[src/rtl/wbuf_pkg.sv]
package wbuf_pkg;
  // position of a slot counted from the read pointer (0 = oldest)
  function automatic int unsigned slot_age(input int unsigned idx,
                                           input int unsigned rd,
                                           input int unsigned depth);
    return (idx + depth - rd) % depth;
  endfunction

  // next ring index with wrap at depth
  function automatic int unsigned ring_next(input int unsigned p,
                                            input int unsigned depth);
    return (p == depth - 1) ? 0 : p + 1;
  endfunction
endpackage

[src/rtl/wbuf_match.sv]
module wbuf_match #(
  parameter int DEPTH = 4,
  parameter int BLK_W = 14,
  localparam int PTR_W = (DEPTH > 1) ? $clog2(DEPTH) : 1,
  localparam int CNT_W = $clog2(DEPTH + 1)
) (
  input  logic             clk,
  input  logic             rst,
  input  logic [PTR_W-1:0] rd_ptr,
  input  logic [CNT_W-1:0] cnt,
  input  logic [BLK_W-1:0] blk_q [DEPTH],
  input  logic             io_q  [DEPTH],
  input  logic [BLK_W-1:0] in_blk,
  input  logic             in_io,
  output logic             hit,
  output logic [PTR_W-1:0] hit_idx
);
  import wbuf_pkg::*;

  logic [CNT_W-1:0] age [DEPTH];
  logic             live [DEPTH];
  logic [CNT_W-1:0] youngest_io;
  logic             io_seen;

  always_comb begin
    for (int i = 0; i < DEPTH; i++) begin
      age[i]  = CNT_W'(slot_age(i, rd_ptr, DEPTH));
      live[i] = age[i] < cnt;
    end
  end

  // age of the newest pending device entry
  always_comb begin
    io_seen     = 1'b0;
    youngest_io = '0;
    for (int i = 0; i < DEPTH; i++) begin
      if (live[i] && io_q[i] && (!io_seen || age[i] > youngest_io)) begin
        io_seen     = 1'b1;
        youngest_io = age[i];
      end
    end
  end

  always_comb begin
    hit     = 1'b0;
    hit_idx = '0;
    for (int i = 0; i < DEPTH; i++) begin
      if (live[i] && !io_q[i] && !in_io && age[i] != '0 &&
          blk_q[i] == in_blk && (!io_seen || age[i] > youngest_io)) begin
        hit     = 1'b1;
        hit_idx = PTR_W'(i);
      end
    end
  end

  p_hit_not_io_r6: assert property (@(posedge clk) disable iff (rst)
    hit |-> (!in_io && !io_q[hit_idx]));
endmodule

[src/rtl/wbuf_entries.sv]
module wbuf_entries #(
  parameter int DEPTH     = 4,
  parameter int BLK_W     = 14,
  parameter int BLK_WORDS = 4,
  parameter int DATA_W    = 32,
  localparam int PTR_W  = (DEPTH > 1) ? $clog2(DEPTH) : 1,
  localparam int LANE_W = (BLK_WORDS > 1) ? $clog2(BLK_WORDS) : 1,
  localparam int BYTES  = DATA_W / 8,
  localparam int LINE_W = BLK_WORDS * DATA_W,
  localparam int LBE_W  = BLK_WORDS * BYTES
) (
  input  logic              clk,
  input  logic              rst,
  input  logic              wr_en,
  input  logic              wr_alloc,
  input  logic [PTR_W-1:0]  wr_idx,
  input  logic [BLK_W-1:0]  wr_blk,
  input  logic [LANE_W-1:0] wr_lane,
  input  logic [DATA_W-1:0] wr_data,
  input  logic [BYTES-1:0]  wr_be,
  input  logic              wr_io,
  output logic [BLK_W-1:0]  blk_q  [DEPTH],
  output logic              io_q   [DEPTH],
  output logic [LINE_W-1:0] data_q [DEPTH],
  output logic [LBE_W-1:0]  be_q   [DEPTH]
);
  function automatic logic [LBE_W-1:0] lane_mask(input logic [LANE_W-1:0] ln,
                                                 input logic [BYTES-1:0] be);
    logic [LBE_W-1:0] r;
    r = '0;
    r[ln*BYTES +: BYTES] = be;
    return r;
  endfunction

  function automatic logic [LINE_W-1:0] lane_word(input logic [LANE_W-1:0] ln,
                                                  input logic [DATA_W-1:0] d);
    logic [LINE_W-1:0] r;
    r = '0;
    r[ln*DATA_W +: DATA_W] = d;
    return r;
  endfunction

  function automatic logic [LINE_W-1:0] bit_mask(input logic [LBE_W-1:0] m);
    logic [LINE_W-1:0] r;
    for (int b = 0; b < LBE_W; b++) r[b*8 +: 8] = {8{m[b]}};
    return r;
  endfunction

  logic [LBE_W-1:0]  new_mask;
  logic [LINE_W-1:0] new_word;
  logic [LINE_W-1:0] new_bits;

  assign new_mask = lane_mask(wr_lane, wr_be);
  assign new_word = lane_word(wr_lane, wr_data);
  assign new_bits = bit_mask(new_mask);

  for (genvar e = 0; e < DEPTH; e++) begin : g_slot
    logic [LINE_W-1:0] base_data;
    logic [LBE_W-1:0]  base_be;
    // an allocation starts from an empty slot, a fold from its contents
    assign base_data = wr_alloc ? '0 : data_q[e];
    assign base_be   = wr_alloc ? '0 : be_q[e];

    always_ff @(posedge clk) begin
      if (rst) begin
        blk_q[e]  <= '0;
        io_q[e]   <= 1'b0;
        data_q[e] <= '0;
        be_q[e]   <= '0;
      end else if (wr_en && wr_idx == PTR_W'(e)) begin
        if (wr_alloc) begin
          blk_q[e] <= wr_blk;
          io_q[e]  <= wr_io;
        end
        be_q[e]   <= base_be | new_mask;
        data_q[e] <= (base_data & ~new_bits) | (new_word & new_bits);
      end
    end
  end
endmodule

[src/rtl/merge_wbuf.sv]
module merge_wbuf #(
  parameter int DEPTH     = 4,
  parameter int ADDR_W    = 16,
  parameter int DATA_W    = 32,
  parameter int BLK_WORDS = 4,
  localparam int OFS_W  = $clog2(BLK_WORDS),
  localparam int BLK_W  = ADDR_W - OFS_W,
  localparam int PTR_W  = (DEPTH > 1) ? $clog2(DEPTH) : 1,
  localparam int CNT_W  = $clog2(DEPTH + 1),
  localparam int BYTES  = DATA_W / 8,
  localparam int LINE_W = BLK_WORDS * DATA_W,
  localparam int LBE_W  = BLK_WORDS * BYTES
) (
  input  logic              clk,
  input  logic              rst,
  input  logic              in_valid,
  output logic              in_ready,
  input  logic [ADDR_W-1:0] in_addr,
  input  logic [DATA_W-1:0] in_data,
  input  logic [BYTES-1:0]  in_be,
  input  logic              in_io,
  output logic              out_valid,
  input  logic              out_ready,
  output logic [BLK_W-1:0]  out_blk,
  output logic [LINE_W-1:0] out_data,
  output logic [LBE_W-1:0]  out_be,
  output logic              out_io,
  output logic              full,
  output logic              empty,
  output logic [CNT_W-1:0]  count
);
  import wbuf_pkg::*;

  function automatic logic [BLK_W-1:0] blk_of(input logic [ADDR_W-1:0] a);
    return a[ADDR_W-1:OFS_W];
  endfunction

  function automatic logic [OFS_W-1:0] lane_of(input logic [ADDR_W-1:0] a);
    return a[OFS_W-1:0];
  endfunction

  logic [PTR_W-1:0]  rd_ptr, wr_ptr;
  logic [CNT_W-1:0]  cnt_q;
  logic [BLK_W-1:0]  blk_q  [DEPTH];
  logic              io_q   [DEPTH];
  logic [LINE_W-1:0] data_q [DEPTH];
  logic [LBE_W-1:0]  be_q   [DEPTH];

  // named events for the assertions
  logic             merge_hit;
  logic [PTR_W-1:0] merge_idx;
  logic             push_fire, pop_fire, alloc;

  wbuf_match #(.DEPTH(DEPTH), .BLK_W(BLK_W)) u_match (
    .clk(clk), .rst(rst), .rd_ptr(rd_ptr), .cnt(cnt_q),
    .blk_q(blk_q), .io_q(io_q),
    .in_blk(blk_of(in_addr)), .in_io(in_io),
    .hit(merge_hit), .hit_idx(merge_idx)
  );

  assign full      = cnt_q == CNT_W'(DEPTH);
  assign empty     = cnt_q == '0;
  assign count     = cnt_q;
  assign out_valid = !empty;
  assign pop_fire  = out_valid && out_ready;
  assign in_ready  = !full || merge_hit || pop_fire;
  assign push_fire = in_valid && in_ready;
  assign alloc     = push_fire && !merge_hit;

  wbuf_entries #(.DEPTH(DEPTH), .BLK_W(BLK_W), .BLK_WORDS(BLK_WORDS),
                 .DATA_W(DATA_W)) u_entries (
    .clk(clk), .rst(rst),
    .wr_en(push_fire), .wr_alloc(alloc),
    .wr_idx(merge_hit ? merge_idx : wr_ptr),
    .wr_blk(blk_of(in_addr)), .wr_lane(lane_of(in_addr)),
    .wr_data(in_data), .wr_be(in_be), .wr_io(in_io),
    .blk_q(blk_q), .io_q(io_q), .data_q(data_q), .be_q(be_q)
  );

  assign out_blk  = blk_q[rd_ptr];
  assign out_data = data_q[rd_ptr];
  assign out_be   = be_q[rd_ptr];
  assign out_io   = io_q[rd_ptr];

  always_ff @(posedge clk) begin
    if (rst) begin
      rd_ptr <= '0;
      wr_ptr <= '0;
      cnt_q  <= '0;
    end else begin
      if (pop_fire) rd_ptr <= PTR_W'(ring_next(rd_ptr, DEPTH));
      if (alloc)    wr_ptr <= PTR_W'(ring_next(wr_ptr, DEPTH));
      case ({alloc, pop_fire})
        2'b10:   cnt_q <= cnt_q + 1'b1;
        2'b01:   cnt_q <= cnt_q - 1'b1;
        default: cnt_q <= cnt_q;
      endcase
    end
  end

  p_reset_clear_r1: assert property (@(posedge clk)
    rst |=> (empty && !full && !out_valid));

  p_no_overflow_r10: assert property (@(posedge clk) disable iff (rst)
    count <= CNT_W'(DEPTH));

  p_head_stable_r5: assert property (@(posedge clk) disable iff (rst)
    (out_valid && !out_ready) |=>
      ($stable(out_data) && $stable(out_be) && $stable(out_blk) && $stable(out_io)));

  p_merge_not_head_r5: assert property (@(posedge clk) disable iff (rst)
    (push_fire && merge_hit) |-> (merge_idx != rd_ptr));

  p_merge_keeps_count_r4: assert property (@(posedge clk) disable iff (rst)
    (push_fire && merge_hit && !pop_fire) |=> $stable(count));

  p_io_allocates_r6: assert property (@(posedge clk) disable iff (rst)
    (push_fire && in_io) |-> alloc);

  p_stall_only_full_r8: assert property (@(posedge clk) disable iff (rst)
    (in_valid && !in_ready) |-> (full && !merge_hit && !out_ready));

  p_full_swap_r9: assert property (@(posedge clk) disable iff (rst)
    (full && pop_fire && alloc) |=> full);
endmodule

[config.mk]
export PLATFORM = sky130hd
export DESIGN_NAME = merge_wbuf
export DESIGN_NICKNAME = d
export VERILOG_FILES = /design/src/rtl/wbuf_pkg.sv /design/src/rtl/wbuf_match.sv /design/src/rtl/wbuf_entries.sv /design/src/rtl/merge_wbuf.sv
export SDC_FILE = /design/constraint.sdc
export NUM_CORES = 2
export LEC_CHECK = 0
export BUFFER_PORTS_ARGS = -buffer_cell sky130_fd_sc_hd__clkbuf_2
export CORE_UTILIZATION = 55
export DETAILED_ROUTE_END_ITERATION = 7
export PLACE_DENSITY = 0.74
export SLEW_MARGIN = 40
export SYNTH_ARGS = -nofsm -noshare
export SYNTH_HDL_FRONTEND = slang
export SYNTH_SLANG_ARGS = --single-unit
[constraint.sdc]
create_clock -name clk -period 8.9 [get_ports clk]
set_input_delay 1.78 -clock clk [delete_from_list [all_inputs] [get_ports clk]]
set_output_delay 1.78 -clock clk [all_outputs]
set_load 0.02 [all_outputs]
# Word-level counts from Yosys, hierarchy flattened
# Index checks and enable logic that the tools add are counted.
# W data, S select, Z words.
# classes
reduce_logical	66
add_sub_neg	10
n_lt_le_gt_ge	12
shift	4
n_eq_ne	12
n_bitwise	17
mux	39
# op_table
operator	count
$and A128 B128 Y128	6
$mux W128	6
$or A128 B128 Y128	4
$bmux W128 S2	1
$not A128 Y128	1
$shift A32 B34 Y128 const A	1
$shiftx A32 B34 Y128	1
$mux W16	6
$or A16 B16 Y16	4
$eq A14 B14 Y1	4
$logic_and A1 B1 Y1	34
$neg A4 Y34	1
$neg A7 Y34	1
$shift A4 B34 Y16 const A	1
$shiftx A4 B34 Y16	1
$bmux W16 S2	1
$bmux W14 S2	1
$mux W14	2
$mux W2	9
$and A16 B16 Y16	1
$gt A2 B2 Y1	7
$logic_not A1 Y1	12
$lt A2 B3 Y1	4
$reduce_bool A3 Y1	4
other kinds (18)	47
# totals
ff_bits	643
wordCells	179
output_inout_bits	166
input_bits	57

# Depth between registers and ports, before layout
# depth
depth_word	30
depth_mapped	38
mapped_depth_nobuf	32

# By module
# A second synthesis with hierarchy kept.
# unflattened
cells_unflattened	2830
area_unflattened_um2	29597.1
# by_module_without_submodules
module	cells_each	n_inst	area_each_um2
wbuf_entries	2419	1	24070.6
merge_wbuf	245	1	4252.8
wbuf_match	166	1	1273.7

# Worst setup path before layout
# OpenSTA, ideal clock, no wires.
# synth_path
kind	reg2out
start	register rd_ptr[0]
end	output in_ready
setup_slack_ps	1270
path_stages_with_launch	28
path_buffers	2
t_arrival_ps	5850
required_time_ps	7120
cell_sequence	dfxtp_1 -> buf_2 -> clkbuf_1 -> inv_1 -> ha_1 -> ha_1 -> nand2b_1 -> o211a_4 -> a21oi_1 -> nand2_1 -> o21ai_0 -> ha_1 -> nor3_1 -> o21ai_0 -> a21oi_1 -> mux2_2 -> ha_1 -> nor2_1 -> maj3_1 -> o21bai_1 -> nand2_1 -> o21ai_0 -> ha_1 -> or2_2 -> nor4_2 -> o211ai_1 -> and2_1 -> nand4_1
# synth_between
elab_chain_len	25
# synth_lines
element	line_no	rtl
from (decl)	merge_wbuf.sv:42	logic [PTR_W-1:0] rd_ptr, wr_ptr;
from (signal assigned)	merge_wbuf.sv:91	if (pop_fire) rd_ptr <= PTR_W'(ring_next(rd_ptr, DEPTH));
$sub A1 B2 Y2	wbuf_pkg.sv:6	return (idx + depth - rd) % depth;
$lt A2 B3 Y1	wbuf_match.sv:28	live[i] = age[i] < cnt;
$logic_and A1 B1 Y1	wbuf_match.sv:37	if (live[i] && io_q[i] && (!io_seen || age[i] > youngest_io)) begin
$mux W2 / $mux W1 (equally long branches)	wbuf_match.sv:37	
$gt A2 B2 Y1 / $logic_not A1 Y1 (equally long branches)	wbuf_match.sv:37	
$logic_or A1 B1 Y1	wbuf_match.sv:37	
$logic_and A1 B1 Y1	wbuf_match.sv:37	
$mux W2 / $mux W1 (equally long branches)	wbuf_match.sv:37	
[6 not listed]	n/a	
$logic_and A1 B1 Y1	wbuf_match.sv:37	
$mux W2 / $mux W1 (equally long branches)	wbuf_match.sv:37	
$gt A2 B2 Y1 / $logic_not A1 Y1 (equally long branches)	wbuf_match.sv:49	blk_q[i] == in_blk && (!io_seen || age[i] > youngest_io)) begin
$logic_or A1 B1 Y1	wbuf_match.sv:49	
$logic_and A1 B1 Y1	wbuf_match.sv:49	
$mux W1 (3 in a row)	wbuf_match.sv:48	if (live[i] && !io_q[i] && !in_io && age[i] != '0 &&
$mux W1 (*)	wbuf_match.sv:48	
$logic_or A1 B1 Y1 (*) (2 in a row)	merge_wbuf.sv:66	assign in_ready = !full || merge_hit || pop_fire;
to (decl)	merge_wbuf.sv:17	output logic in_ready,
# Mark *: on every way between the ends. The rest lies on a longest branch, timed or not.

# Worst setup path in the final report
# layout_path
start	register rd_ptr[1]
end	output in_ready
# The elaborated chain is that of the path after synthesis.

==> impl_metrics.ini <==
[pwr]
p_leak_nw = 10.6
clkPwrFrac_pct = 40.8
seqPwrFrac_pct = 43.3
vdd_drop_max_v = 0.000167
p_int_mw = 4.91
p_sw_mw = 1.90
power_density_mw_per_mm2 = 217
combinationalPowerShare_pct = 15.9
power.share.switching_pct = 27.8

[routing]
post-route-drc-count = 0
firstDrtPassIters = 6
drt_wl_total_um = 81600
ant_nets = 0
vias = 22300
vias_per_cell = 6.63
drtIter0Drc = 2288
wl_per_cell_um = 24.2

[critical_path]
r2r_cells = 31
r2r_end = count[2]$_SDFFE_PP0P_
start_kind = register
critPathKind = reg2out
crit_path_end_kind = primary output
r2r_start = rd_ptr[1]$_SDFFE_PP0P_
cp.arrival_ns = 6.74
cp_max_fo = 13
reg2reg_setup_slack_ns = 1.09
required_ns = 7.12

[clock_network]
clockRootBuffer = clkbuf_16
cts_tree = done
cts.sinks = 643
worst_skew_pair.late_latency_ns = 0.60
clk_pin_slew_ns = 0.06
cts_inserted_buffers = 68
clk_path_buf_depth = 3
cts_max_level = 3
ctsHoldBuffers = 0

[sta]
slew_violations = 0
worst_pin_slew_ns = 0.891
fin_crit_sh_pct = 95.7
fmax_mhz = 117
setup_tns_ns = 0
final.min_clock_period_ns = 8.52
clock_skew_ns = 0.0186
rsz0062_at_grt = no
slew-limit-headroom_pct = 40.5
hold_viol_final = 0
final-setup-viol-count = 0

[min_path]
min_path_type = reg2reg
min_from = u_entries.be_q[51]$_SDFFE_PP0N_
whs_endpoint = u_entries.be_q[51]$_SDFFE_PP0N_
whs_path_depth = 2

[synthesis]
synth_edf_count = 0
ys.flop_type = dfxtp_1
yosysSeqAreaShare_pct = 46.1
ys_seq_elements = 643
yosys.cell_types.count = 70
syn_area_sq_mm = 0.0279
yosys_warnings = 0
async_reset_ff_share_pct = 0
avgSynthCellArea_sq_um = 10.9
synthCells = 2568
postSynthNetCount = 2644

[cells_and_area]
drive_gt1_share_pct = 22.5
final_area_sq_mm = 0.0314
n_antenna_cell = 0
finish.utilization_pct = 62.5
area_growth_syn_to_layout_pct = 12.4
layout.nets = 2722
final_cells = 3366

[place]
dpl.hpwl_um = 52200
dp_cells = 3247
io_buffers = 222
place_area_sq_mm = 0.0292
gp_congestion = 0.888

[floorplanning]
die-area_sq_mm = 0.0517
dieHeight_um = 227
die_x_um = 227
num_rows = 82
core_area_sq_mm = 0.0502
io_pins = 223
start_util_pct = 55.7

[grt]
grt_antenna_before_repair = 4
track_usage_pct = 31.2
grt_first_pass_wirelength_um = 124000
overflow = 0
grt_pass1_vias = 21600
grt_max_degree = 120

[run_status]
status = finished, final reports clean

[flow_run]
max_cap_viol_count = 0
[flip-flops by register name (all words and copies together) (netlist names)]
register,cells
u_entries.data_q,512
u_entries.be_q,64
u_entries.blk_q,56
u_entries.io_q,4
count,3
rd_ptr,2
wr_ptr,2
[per-layer routing]
layer / wire, um / up-vias / share of wire, % / GRT usage (%)
met3: 6790 / 171 / 8.3 / 6.41
li1: - / 9963 / - / -
met2: 39200 / 1050 / 48 / 51.1
met1: 32700 / 11100 / 40 / 40.6
met4: 2930 / 8 / 3.6 / 11.9
met5: 44 / - / 0.054 / 0
[worst max path at each step]
| stage | startpoint | endpoint | slack, ns | depth (start not counted) |
|---|---|---|---|---|
| after global placement | rd_ptr[1]$_SDFFE_PP0P_ | in_ready | 0.91 | 25 |
| after CTS | rd_ptr[1]$_SDFFE_PP0P_ | in_ready | 0.15 | 25 |
| after floorplan | rd_ptr[0]$_SDFFE_PP0P_ | in_ready | 1.27 | 27 |
| after detailed placement | rd_ptr[1]$_SDFFE_PP0P_ | in_ready | 0.81 | 25 |
| after global routing | rd_ptr[1]$_SDFFE_PP0P_ | in_ready | 0.01 | 26 |
| final | rd_ptr[1]$_SDFFE_PP0P_ | in_ready | 0.38 | 25 |
[area by class of cell]
| type | count | area [sq um] |
|---|---|---|
| well taps | 672 | 841 |
| repair buffers | 258 | 1470 |
| fillers | 3990 | 18800 |
| clock buffers | 104 | 1970 |
| inverters | 282 | 1060 |
| clock inverters | 14 | 180 |
| multi-input cells | 1393 | 13000 |
| flip-flops and latches | 643 | 12900 |
[cell families after synthesis]
family,count (synthesis),share of synthesized area [%]
AO/OA/AOI/OAI,699,22.0
multiplexers,221,15.0
buffers and inverters,532,7.68
XOR/XNOR,58,1.82
AND/OR/NAND/NOR,395,6.41
adder cells (fa/ha/maj),20,0.914
flip-flops,643,46.1
[power groups by stage]
stage	Clock, mW	Sequential (mW)	Combinational (mW)
after floorplan	0	3.00	0.806
after global placement	0	3.01	1.05
after detailed placement	0	3.01	1.06
after CTS	2.81	2.95	1.07
after global routing	2.92	2.95	1.15
final	2.78	2.95	1.08
[timing repair]
item                                    CTS  global route
endpoints found under the setup margin    0             1
gates resized for setup                   0             1
buffers inserted                          0             1
[cell usage in the layout (no fill, tap or decap), types with 11 or more instances in the layout]
cell,Yosys,layout
o21ai_1,12,12
buf_4,14,23
clkbuf_1,149,24
inv_1,281,280
a32o_1,173,173
a21boi_2,34,34
mux2i_1,61,61
a21oi_2,17,16
nor2_1,81,80
nand4_1,14,14
xnor2_1,36,36
a21oi_1,72,71
ha_1,18,18
clkbuf_2,0,221
nand3_1,32,32
clkbuf_16,0,69
o32ai_1,352,352
dfxtp_1,643,641
xor2_1,22,22
mux4_2,159,159
nand2_1,199,199
clkbuf_8,0,11
[cells in the mapped netlist (3+ instances only)]
cell type	instances	area, sq um
a21boi_2	34	383
a21oi_1	72	360
a21oi_2	17	149
a22o_1	4	35.0
a32o_1	173	1730
and2_1	6	37.5
and3_1	7	43.8
buf_1	46	173
buf_2	34	170
buf_4	14	105
buf_6	7	78.8
clkbuf_1	149	559
dfxtp_1	643	12900
ha_1	18	225
inv_1	281	1050
mux2i_1	61	611
mux4_2	159	3580
nand2_1	199	747
nand2_2	4	25.0
nand2b_1	4	25.0
nand3_1	32	160
nand3_2	5	50.1
nand4_1	14	87.6
nor2_1	81	304
nor2b_1	4	25.0
nor3_1	10	50.1
nor4_1	11	68.8
o211ai_1	3	22.5
o21ai_0	9	45.0
o21ai_1	12	60.1
o32ai_1	352	3080
or3_1	3	18.8
xnor2_1	36	315
xor2_1	22	193
[through the flow]
step | setup slack, ns | hold WS [ns] | power, mW
floorplan | 1.27 | 0.433 | 3.80
global placement | 0.911 | 0.440 | 4.06
CTS | 0.150 | 0.456 | 6.82
detailed placement | 0.810 | 0.448 | 4.08
finish | 0.383 | 0.456 | 6.81
global route | 0.0105 | 0.472 | 7.02
[worst max-delay path, cell delays in order, from the launching register on]
cell and delay [ns]:
dfxtp_4 0.47, inv_1 0.18, ha_1 0.43, ha_1 0.35, nand2b_1 0.09, o211a_4 0.27
a21oi_1 0.19, nand2_1 0.07, o21ai_0 0.11, ha_1 0.29, nor3_1 0.17, o21ai_0 0.11
a21oi_1 0.17, mux2_2 0.36, ha_1 0.28, nor2_1 0.04, maj3_1 0.34, o21bai_1 0.18
o21ai_0 0.14, ha_1 0.35, or2_2 0.35, nor4_4 0.34, o211ai_1 0.26, and2_1 0.27
nand4_1 0.13, clkbuf_2 0.20
(Power assumes the default switching activity.)
